$ cat config.mk
export PLATFORM = sky130hd
export DESIGN_NAME = ctxprob_unit
export DESIGN_NICKNAME = d
export VERILOG_FILES = /design/src/rtl/ctxprob_pkg.sv /design/src/rtl/ctxprob_table.sv /design/src/rtl/ctxprob_store.sv /design/src/rtl/ctxprob_init.sv /design/src/rtl/ctxprob_unit.sv
export SDC_FILE = /design/constraint.sdc
export NUM_CORES = 1
export LEC_CHECK = 0
export ABC_AREA = 1
export BUFFER_PORTS_ARGS = -buffer_cell sky130_fd_sc_hd__buf_2
export CAP_MARGIN = 20
export CORE_UTILIZATION = 35
export DETAILED_ROUTE_END_ITERATION = 12
export GPL_ROUTABILITY_DRIVEN = 0
export GPL_TIMING_DRIVEN = 0
export PLACE_DENSITY = 0.58
export SLEW_MARGIN = 20
export SYNTH_ARGS = -nofsm -noshare
export SYNTH_HDL_FRONTEND = slang
export SYNTH_HIERARCHICAL = 1
export SYNTH_SLANG_ARGS = --single-unit
$ cat constraint.sdc
create_clock -name clk -period 3.35 [get_ports clk]
set_input_delay 0.1675 -clock clk [delete_from_list [all_inputs] [get_ports clk]]
set_output_delay 0.1675 -clock clk [all_outputs]
set_load 0.02 [all_outputs]
$ cat src/rtl/ctxprob_pkg.sv
// Shared constants, types and start-state rule for the context
// probability state unit. Assumes the 47-state estimation table and
// 19 contexts of the MQ arithmetic coder.
package ctxprob_pkg;
    parameter int NUM_CTX   = 19;
    parameter int NUM_ST    = 47;
    parameter int QE_W      = 16;
    localparam int CTX_W    = $clog2(NUM_CTX);
    localparam int IDX_W    = $clog2(NUM_ST);

    // contexts that do not start in state 0, and their start states
    parameter int CTX_ZC0   = 0;
    parameter int CTX_RUN   = 17;
    parameter int CTX_UNI   = 18;
    parameter int START_ZC0 = 4;
    parameter int START_RUN = 3;
    parameter int START_UNI = 46;

    typedef logic [IDX_W-1:0] st_idx_t;
    typedef logic [CTX_W-1:0] ctx_t;

    typedef struct packed {
        logic [QE_W-1:0] qe;
        st_idx_t         nmps;
        st_idx_t         nlps;
        logic            sw;
    } prob_row_t;

    // starting state index of a context after initialisation
    function automatic st_idx_t start_index(ctx_t c);
        if (c == ctx_t'(CTX_ZC0)) return st_idx_t'(START_ZC0);
        if (c == ctx_t'(CTX_RUN)) return st_idx_t'(START_RUN);
        if (c == ctx_t'(CTX_UNI)) return st_idx_t'(START_UNI);
        return '0;
    endfunction
endpackage

$ cat src/rtl/ctxprob_table.sv
// Read-only probability estimation table. Pure combinational lookup
// of Qe, next-on-MPS, next-on-LPS and switch flag by state index.
// Assumes idx < NUM_ST; other values return an all-zero row.
module ctxprob_table
    import ctxprob_pkg::*;
(
    input  st_idx_t   idx,
    output prob_row_t row
);
    function automatic prob_row_t mk(logic [15:0] q, int nm, int nl, logic s);
        prob_row_t r;
        r.qe   = QE_W'(q);
        r.nmps = st_idx_t'(nm);
        r.nlps = st_idx_t'(nl);
        r.sw   = s;
        return r;
    endfunction

    // table decode: one row per estimation state
    always_comb begin
        case (int'(idx))
            0:  row = mk(16'h5601,  1,  1, 1'b1);
            1:  row = mk(16'h3401,  2,  6, 1'b0);
            2:  row = mk(16'h1801,  3,  9, 1'b0);
            3:  row = mk(16'h0AC1,  4, 12, 1'b0);
            4:  row = mk(16'h0521,  5, 29, 1'b0);
            5:  row = mk(16'h0221, 38, 33, 1'b0);
            6:  row = mk(16'h5601,  7,  6, 1'b1);
            7:  row = mk(16'h5401,  8, 14, 1'b0);
            8:  row = mk(16'h4801,  9, 14, 1'b0);
            9:  row = mk(16'h3801, 10, 14, 1'b0);
            10: row = mk(16'h3001, 11, 17, 1'b0);
            11: row = mk(16'h2401, 12, 18, 1'b0);
            12: row = mk(16'h1C01, 13, 20, 1'b0);
            13: row = mk(16'h1601, 29, 21, 1'b0);
            14: row = mk(16'h5601, 15, 14, 1'b1);
            15: row = mk(16'h5401, 16, 14, 1'b0);
            16: row = mk(16'h5101, 17, 15, 1'b0);
            17: row = mk(16'h4801, 18, 16, 1'b0);
            18: row = mk(16'h3801, 19, 17, 1'b0);
            19: row = mk(16'h3401, 20, 18, 1'b0);
            20: row = mk(16'h3001, 21, 19, 1'b0);
            21: row = mk(16'h2801, 22, 19, 1'b0);
            22: row = mk(16'h2401, 23, 20, 1'b0);
            23: row = mk(16'h2201, 24, 21, 1'b0);
            24: row = mk(16'h1C01, 25, 22, 1'b0);
            25: row = mk(16'h1801, 26, 23, 1'b0);
            26: row = mk(16'h1601, 27, 24, 1'b0);
            27: row = mk(16'h1401, 28, 25, 1'b0);
            28: row = mk(16'h1201, 29, 26, 1'b0);
            29: row = mk(16'h1101, 30, 27, 1'b0);
            30: row = mk(16'h0AC1, 31, 28, 1'b0);
            31: row = mk(16'h09C1, 32, 29, 1'b0);
            32: row = mk(16'h08A1, 33, 30, 1'b0);
            33: row = mk(16'h0521, 34, 31, 1'b0);
            34: row = mk(16'h0441, 35, 32, 1'b0);
            35: row = mk(16'h02A1, 36, 33, 1'b0);
            36: row = mk(16'h0221, 37, 34, 1'b0);
            37: row = mk(16'h0141, 38, 35, 1'b0);
            38: row = mk(16'h0111, 39, 36, 1'b0);
            39: row = mk(16'h0085, 40, 37, 1'b0);
            40: row = mk(16'h0049, 41, 38, 1'b0);
            41: row = mk(16'h0025, 42, 39, 1'b0);
            42: row = mk(16'h0015, 43, 40, 1'b0);
            43: row = mk(16'h0009, 44, 41, 1'b0);
            44: row = mk(16'h0005, 45, 42, 1'b0);
            45: row = mk(16'h0001, 45, 43, 1'b0);
            46: row = mk(16'h5601, 46, 46, 1'b0);
            default: row = mk(16'h0000, 0, 0, 1'b0);
        endcase
    end
endmodule

$ cat src/rtl/ctxprob_store.sv
// Per-context state storage: one index register and one MPS bit per
// context, a single write port for each, and an asynchronous read by
// context. Assumes the caller keeps rd_ctx and wr_ctx below NCTX.
module ctxprob_store
    import ctxprob_pkg::*;
#(
    parameter int NCTX = NUM_CTX
) (
    input  logic    clk,
    input  ctx_t    wr_ctx,
    input  logic    idx_we,
    input  st_idx_t idx_wd,
    input  logic    mps_we,
    input  logic    mps_wd,
    input  ctx_t    rd_ctx,
    output st_idx_t rd_idx,
    output logic    rd_mps
);
    st_idx_t idx_arr [NCTX];
    logic    mps_arr [NCTX];

    for (genvar g = 0; g < NCTX; g++) begin : g_ent
        localparam ctx_t ME = ctx_t'(g);
        st_idx_t ent_idx;
        logic    ent_mps;

        // entry write: take new data when the port addresses this entry
        always_ff @(posedge clk) begin
            if (idx_we && wr_ctx == ME) ent_idx <= idx_wd;
            if (mps_we && wr_ctx == ME) ent_mps <= mps_wd;
        end

        assign idx_arr[g] = ent_idx;
        assign mps_arr[g] = ent_mps;
    end

    assign rd_idx = idx_arr[rd_ctx];
    assign rd_mps = mps_arr[rd_ctx];
endmodule

$ cat src/rtl/ctxprob_init.sv
// Initialisation sequencer: after reset, visits each context once per
// clock and then raises ready for good. Assumes reset restarts it.
module ctxprob_init
    import ctxprob_pkg::*;
#(
    parameter int NCTX = NUM_CTX
) (
    input  logic clk,
    input  logic rst_n,
    output logic wr_en,
    output ctx_t wr_ctx,
    output logic ready
);
    localparam ctx_t LAST = ctx_t'(NCTX - 1);
    ctx_t cnt;

    // sweep counter: one context per cycle until the last is written
    always_ff @(posedge clk) begin
        if (!rst_n) begin
            cnt   <= '0;
            ready <= 1'b0;
        end else if (!ready) begin
            cnt <= cnt + ctx_t'(1);
            if (cnt == LAST) ready <= 1'b1;
        end
    end

    assign wr_en  = rst_n && !ready;
    assign wr_ctx = cnt;

    assert_ready_sticky_R1: assert property (@(posedge clk) disable iff (!rst_n)
        ready |=> ready);
endmodule

$ cat src/rtl/ctxprob_unit.sv
// Context probability state unit. Accepts a context/decision lookup,
// returns Qe, MPS and LPS flag one cycle later, and writes back the
// context state on the coder's update strobe. Assumes at most one
// pending lookup; a same-context lookup at update time is forwarded.
module ctxprob_unit
    import ctxprob_pkg::*;
(
    input  logic             clk,
    input  logic             rst_n,
    input  logic             look_vld,
    input  logic [CTX_W-1:0] look_ctx,
    input  logic             look_dec,
    input  logic             upd_vld,
    input  logic             upd_renorm,
    output logic             ready_o,
    output logic             res_vld_o,
    output logic [QE_W-1:0]  qe_o,
    output logic             mps_o,
    output logic             lps_o
);
    localparam ctx_t CTX_LAST = ctx_t'(NUM_CTX - 1);

    logic      init_wr;
    ctx_t      init_ctx;
    logic      ready;

    ctx_t      cur_ctx;
    logic      cur_dec;
    st_idx_t   cur_idx;
    logic      cur_mps;
    logic      res_vld_q;

    prob_row_t row;
    logic      lps;
    st_idx_t   nxt_idx;
    logic      nxt_mps;
    logic      look_fire;
    logic      upd_fire;
    logic      fwd;

    ctx_t      wr_ctx;
    logic      idx_we;
    st_idx_t   idx_wd;
    logic      mps_we;
    logic      mps_wd;
    st_idx_t   rd_idx;
    logic      rd_mps;

    ctxprob_init #(.NCTX(NUM_CTX)) u_init (
        .clk    (clk),
        .rst_n  (rst_n),
        .wr_en  (init_wr),
        .wr_ctx (init_ctx),
        .ready  (ready)
    );

    ctxprob_table u_table (
        .idx (cur_idx),
        .row (row)
    );

    ctxprob_store #(.NCTX(NUM_CTX)) u_store (
        .clk    (clk),
        .wr_ctx (wr_ctx),
        .idx_we (idx_we),
        .idx_wd (idx_wd),
        .mps_we (mps_we),
        .mps_wd (mps_wd),
        .rd_ctx (look_ctx),
        .rd_idx (rd_idx),
        .rd_mps (rd_mps)
    );

    // event decode and next state of the pending context
    always_comb begin
        look_fire = ready && look_vld && (look_ctx <= CTX_LAST);
        upd_fire  = ready && upd_vld && res_vld_q;
        lps       = cur_dec ^ cur_mps;
        nxt_idx   = cur_idx;
        if (upd_renorm) nxt_idx = lps ? row.nlps : row.nmps;
        nxt_mps   = cur_mps ^ (lps & row.sw);
        fwd       = look_fire && upd_fire && (look_ctx == cur_ctx);
    end

    // write port select: sequencer during init, update write-back after
    always_comb begin
        if (init_wr) begin
            wr_ctx = init_ctx;
            idx_we = 1'b1;
            idx_wd = start_index(init_ctx);
            mps_we = 1'b1;
            mps_wd = 1'b0;
        end else begin
            wr_ctx = cur_ctx;
            idx_we = upd_fire && upd_renorm;
            idx_wd = nxt_idx;
            mps_we = upd_fire && lps && row.sw;
            mps_wd = ~cur_mps;
        end
    end

    // pending-pair register: capture a lookup, retire on update
    always_ff @(posedge clk) begin
        if (!rst_n) begin
            cur_ctx   <= '0;
            cur_dec   <= 1'b0;
            cur_idx   <= '0;
            cur_mps   <= 1'b0;
            res_vld_q <= 1'b0;
        end else if (look_fire) begin
            cur_ctx   <= look_ctx;
            cur_dec   <= look_dec;
            cur_idx   <= fwd ? nxt_idx : rd_idx;
            cur_mps   <= fwd ? nxt_mps : rd_mps;
            res_vld_q <= 1'b1;
        end else if (upd_fire) begin
            res_vld_q <= 1'b0;
        end
    end

    assign ready_o   = ready;
    assign res_vld_o = res_vld_q;
    assign qe_o      = row.qe;
    assign mps_o     = cur_mps;
    assign lps_o     = lps;

    assert_no_result_early_R1: assert property (@(posedge clk) disable iff (!rst_n)
        !ready_o |-> !res_vld_o);

    assert_result_next_R3: assert property (@(posedge clk) disable iff (!rst_n)
        (ready_o && look_vld && look_ctx <= CTX_LAST) |=> res_vld_o);

    assert_lps_flag_R4: assert property (@(posedge clk) disable iff (!rst_n)
        (ready_o && look_vld && look_ctx <= CTX_LAST) |=> (lps_o == ($past(look_dec) ^ mps_o)));

    assert_result_retire_R10: assert property (@(posedge clk) disable iff (!rst_n)
        (ready_o && upd_vld && res_vld_o && !look_vld) |=> !res_vld_o);
endmodule

# == Word-level counts from Yosys, hierarchy flattened ==
# Memory sizes are Yosys's and may differ from the RTL's. A register that Yosys moved wholly into a read port is not among the register bits.
# Index checks and enable logic that the tools add are counted.
# word_totals
register_bits,153
romBits,1728
out_inout_bits,20
word_cells,162
mem_count,1
# memory_table
name,words,width,read_ports,rd_ports_with_merged_regs,write_ports,line,text
(no name shown),64,27,1,1,0,ctxprob_table.sv:21,case (int'(idx))
# classes
n_addsub,1
n_lt_le_gt_ge,2
eq_ne,21
n_mux,35
n_bitwise,5
reduce_logical,52
# op_table
op,n
2-to-1 mux 6 bit,14
logical AND 1 bit,48
"== test 5 x 4 -> 1 bit, second input constant",8
binary-select mux 6 bit (select 5 bit),1
"== test 5 bit, second input constant",5
"== test 5 x 3 -> 1 bit, second input constant",4
2-to-1 mux 1 bit,18
"== test 5 x 2 -> 1 bit, second input constant",2
logical NOT 5 bit,2
"greater-or-equal comparator 6 bit, second input constant",1
NOT 5 -> 6 bit,1
"adder 5 x 1 -> 5 bit, second input constant",1
binary-select mux 1 bit (select 5 bit),1
"== test 5 x 1 -> 1 bit, second input constant",1
== test 5 bit,1
"less-or-equal comparator 5 bit, second input constant",1
2-to-1 mux 5 bit,1
nonzero test 2 bit,1
bitwise XOR 1 bit,2
AND 1 bit,1
logical NOT 1 bit,1
NOT 1 bit,1

# == Logic depth before layout (Yosys ltp) ==
# logic_depth
word_depth,12
mapped_depth,17

# == Modules after synthesis ==
# Netlist, hierarchy kept.
# modules_own_cells
mod,n_inst,cells_each,area_each_um2,seq_area_each_um2
ctxprob_store,1,627,6077.1,3993.8
ctxprob_unit,1,194,1154.9,280.3
ctxprob_table,1,225,1153.6,0.0
ctxprob_init,1,39,290.3,120.1

# == Worst setup path before layout ==
# OpenSTA, ideal clock, no wires.
# synth_path
path_kind,register to register
start,"reg, netlist name cur_idx[1]"
end,reg u_store.g_ent[0].ent_idx[3] (data pin)
setup_ps,353
arrival_ps,2423
t_required_ps,2997
setup_slack_ps,574
stages_incl_launch_ff,14
n_path_buf,0
period_less_slack_ps,2776
cell_sequence,dfxtp_1 inv_1 ha_1 inv_1 nand2_1 nand2_1 nand2_1 nand2_1 nand3_1 nand2_1 nand3_1 nand3_1 nand2_1 o21ai_0
# synth_lines
element,line,text
end signal: assignment,ctxprob_store.sv:29,if (idx_we && wr_ctx == ME) ent_idx <= idx_wd;
end: declaration,ctxprob_store.sv:24,st_idx_t ent_idx;

# == Final worst setup path ==
# layout_path
start,reg u_init.ready
end,"reg u_store.g_ent[11].ent_idx[5], enable pin"
# layout_via
elab_chain_len,5
elab_cells_between_ends,9
# layout_lines
element,line,text
start: declaration,ctxprob_init.sv:12,output logic ready
start signal: assignment,ctxprob_init.sv:21,ready <= 1'b0;
start signal: assignment,ctxprob_init.sv:24,if (cnt == LAST) ready <= 1'b1;
logical NOT 1 bit,n/a,
logical AND 1 bit,ctxprob_init.sv:28,assign wr_en = rst_n && !ready;
named net init_wr,ctxprob_unit.sv:23,logic init_wr;
2-to-1 mux 5 bit,ctxprob_unit.sv:87,if (init_wr) begin
named net wr_ctx[3],ctxprob_unit.sv:41,ctx_t wr_ctx;
== test 5 x 4 -> 1 bit,ctxprob_store.sv:29,
logical AND 1 bit,ctxprob_store.sv:29,
end signal: assignment,ctxprob_store.sv:29,
end: declaration,ctxprob_store.sv:24,
# The timed path passes the listed nets, and every way through them passes these cells.
# A chain may end at the register's enable or synchronous reset.

==> impl_results.md <==
* Final Cycle Share at 0.988
* Die width at 159 um
* Setup ws final at 0.0414 ns
* Critical path startpoint category: register
* RR Startpoint: u_init/ready
* Post-Syn Area at 8680 sq um
* Antenna violations before repair at 0
* Hold_sp: look_ctx[1]
* Pre-CTS setup slack at 0.000266 ns
* Clock Tree Root: clkbuf_16
* Die area at 25400 sq um
* DR vias/cell at 4.90
* VDD IR-drop max at 0.000381 V
* Synthesized area per cell at 8.00 sq um
* Total global-route track usage at 0.186
* H-tree depth at 4
* Required time worst endpoint at 3.39 ns
* Post-route ant nets at 0
* Area share of the largest cell type after synthesis at 0.460
* Area grow syn2layout at 13.9%
* Crit. End Element: register
* # setup viols final at 0
* Distinct cells, synth at 36
* Clk Latency, worst-skew pair at 0.42 ns
* Static Leak at 4.49 nW
* Worst Path Max Fanout at 10
* IO buf count at 28
* #FFs+latches synth at 153
* Leading area contributor after synthesis: edfxtp_1
* NumNets Final at 1167
* Total gr overflow at 0
* CTS tree: done
* Most instantiated library cell after synthesis: nand2_1
* Slew Viols, Final at 0
* I/O pin count at 31
* Avg WL per Cell at 15.5 um
* Post-synth top cells: 341 x nand2_1, 161 x inv_1, 133 x edfxtp_1, 133 x nand3_1, 69 x nor2_1
* Setup_tns at 0 ns
* Share of cells above drive strength 1 at 0.139
* Critical path arrival at 3.35 ns
* Critical Path Source: u_init/ready
* Status: finished clean
* Clock buffer depth at 2
* Clk slew on worst S/H paths at 0.06 ns
* Synthesis Warnings at 6
* Met3 Use GR at 0.0279
* # DRC at 0
* # fillers at 2458
* DRT iter0 DRCs at 672
* Detailed Routing Iterations Pass 1 at 6
* Hold WC Path Type: input port to register
* Placed inst area at 9320 sq um
* Clk sinks at 153
* Max Fclk at 302 MHz
* Largest net degree at the start of global routing at 20
* CTS buffer count at 17
* GR Util met2 at 0.293
* Core area at 24300 sq um
* Pwr dens at 426 nW/um^2
* Post-synth EDFFs at 133
* Synth async-reset ratio at 0
* Clock skew at 0.00824 ns
* Initial Util at 0.357
* First-pass GRT wire length at 36.5 mm
* RSZ-0062 raised after global routing: yes
* Total number of vias at 7240
* Ant diodes at 0
* Slew of the pin with the lowest slew margin at 1.04 ns
* Ys flop type: edfxtp_1
* Most Crowded Layer GR: met2
* Final Critical Period at 3.31 ns
* # rows at 57
* WS Path Type: register to register
* Total power at 4.20 mW
* Met1 global-route usage at 0.260
* Fin util at 0.406
* Register area share after synthesis at 0.506
* Die height at 159 um
* Count of final hold-check violations at 0
* Largest cells by area after synthesis: edfxtp_1 46%, nand2_1 15%, nand3_1 7.7%
* Vias in the first global route at 6751
* Mapped Cells at 1085
* Finished Cell Area at 9880 sq um
* Final HPWL DP at 16.7 mm
* Final WL at 22.9 mm
* Worst relative slew slack at 0.303
* Max Cap Viol at 0
[power breakdown]
group          internal, mW  switching [mW]  total, mW  leakage [nW]
Clock                  1.01           0.753       1.77         0.255
Combinational        0.0998           0.238      0.338          2.85
Sequential             2.09         0.00912       2.10          1.38
Total                  3.20            1.00       4.20          4.49
[sequential cells by signal (all words and copies together) (netlist names), named ones only]
register / flops
res_vld_o: 1
u_init/wr_ctx: 5
u_init/ready: 1
u_store/g_ent.ent_mps: 19
cur_dec: 1
cur_idx: 6
u_store/g_ent.ent_idx: 114
cur_ctx: 5
[layout by cell type, fill, tap and decap left out, types with 3 or more instances in the layout]
cell type and count:
nand2_4 3, clkinvlp_4 3, buf_2 44, nand3_1 133
dfxtp_1 20, o21ai_0 38, a21oi_1 27, nor3_1 23
nor2_4 4, ha_1 14, or2_2 5, clkbuf_1 3
clkinv_4 3, clkinv_2 3, inv_1 161, buf_6 13
o211ai_1 7, buf_4 17, edfxtp_1 133, clkbuf_16 17
o21ai_2 5, inv_4 4, nor2_2 14, nor2_1 64
inv_2 10, nand4_1 5, nand2_2 7, nand2_1 341
o21ai_1 12
[final timing paths]
| path | slack [ns] | to | depth (start not counted) |
|---|---|---|---|
| setup / recovery | 0.04 | u_store/g_ent[11].ent_idx[5] | 6 |
| hold / removal | 0.05 | cur_ctx[1] | 3 |
| setup reg to reg | 0.04 | u_store/g_ent[11].ent_idx[5] | 6 |
| hold reg to reg | 0.48 | cur_idx[5] | 2 |
[layout make-up]
class / count / area, sq um / share of cell area
timing repair buffer: 37 / 229 / 0.0232
clock buffer: 19 / 433 / 0.0438
inverter: 177 / 674 / 0.0683
sequential: 153 / 4390 / 0.445
tap: 324 / 405 / 0.0410
clock inverter: 11 / 103 / 0.0104
multi-input combinational: 714 / 3340 / 0.338
buffer: 42 / 302 / 0.0305
[critical path, stage by stage (launching register included)]
cell	delay, ns
dfxtp_1	0.50
nor2_1	0.08
buf_2	0.19
clkbuf_1	0.28
o21ai_0	0.66
nand2_1	0.32
nor3_1	0.89
[through the flow]
stage,hold slack (ns),instances
6_report,0.0511,1477
5_1_grt,0.0532,1477
4_1_cts,0.0277,1477
3_5_place_dp,0.441,1446
3_3_place_gp,0.437,1438
2_1_floorplan,0.278,1086
[cell families after synthesis]
family	Yosys count	share of synthesized area
compound gates	95	0.0603
fa+ha+maj	14	0.0202
buf+inv	219	0.112
flops	153	0.506
other cells	1	0.000432
simple gates	603	0.300
[layer usage]
layer,up-vias,routed length (um)
met2,242,10300
met4,0,516
met1,3367,10800
li1,3589,-
met5,-,0
met3,42,1200
[timing repair]
action	CTS	global route
gates resized for setup	1	4
hold buffers	1	0
setup endpoints to repair	6	70
hold endpoints to repair	1	0
buffers inserted	0	0
Note: power is estimated with default switching activity, not from simulation.
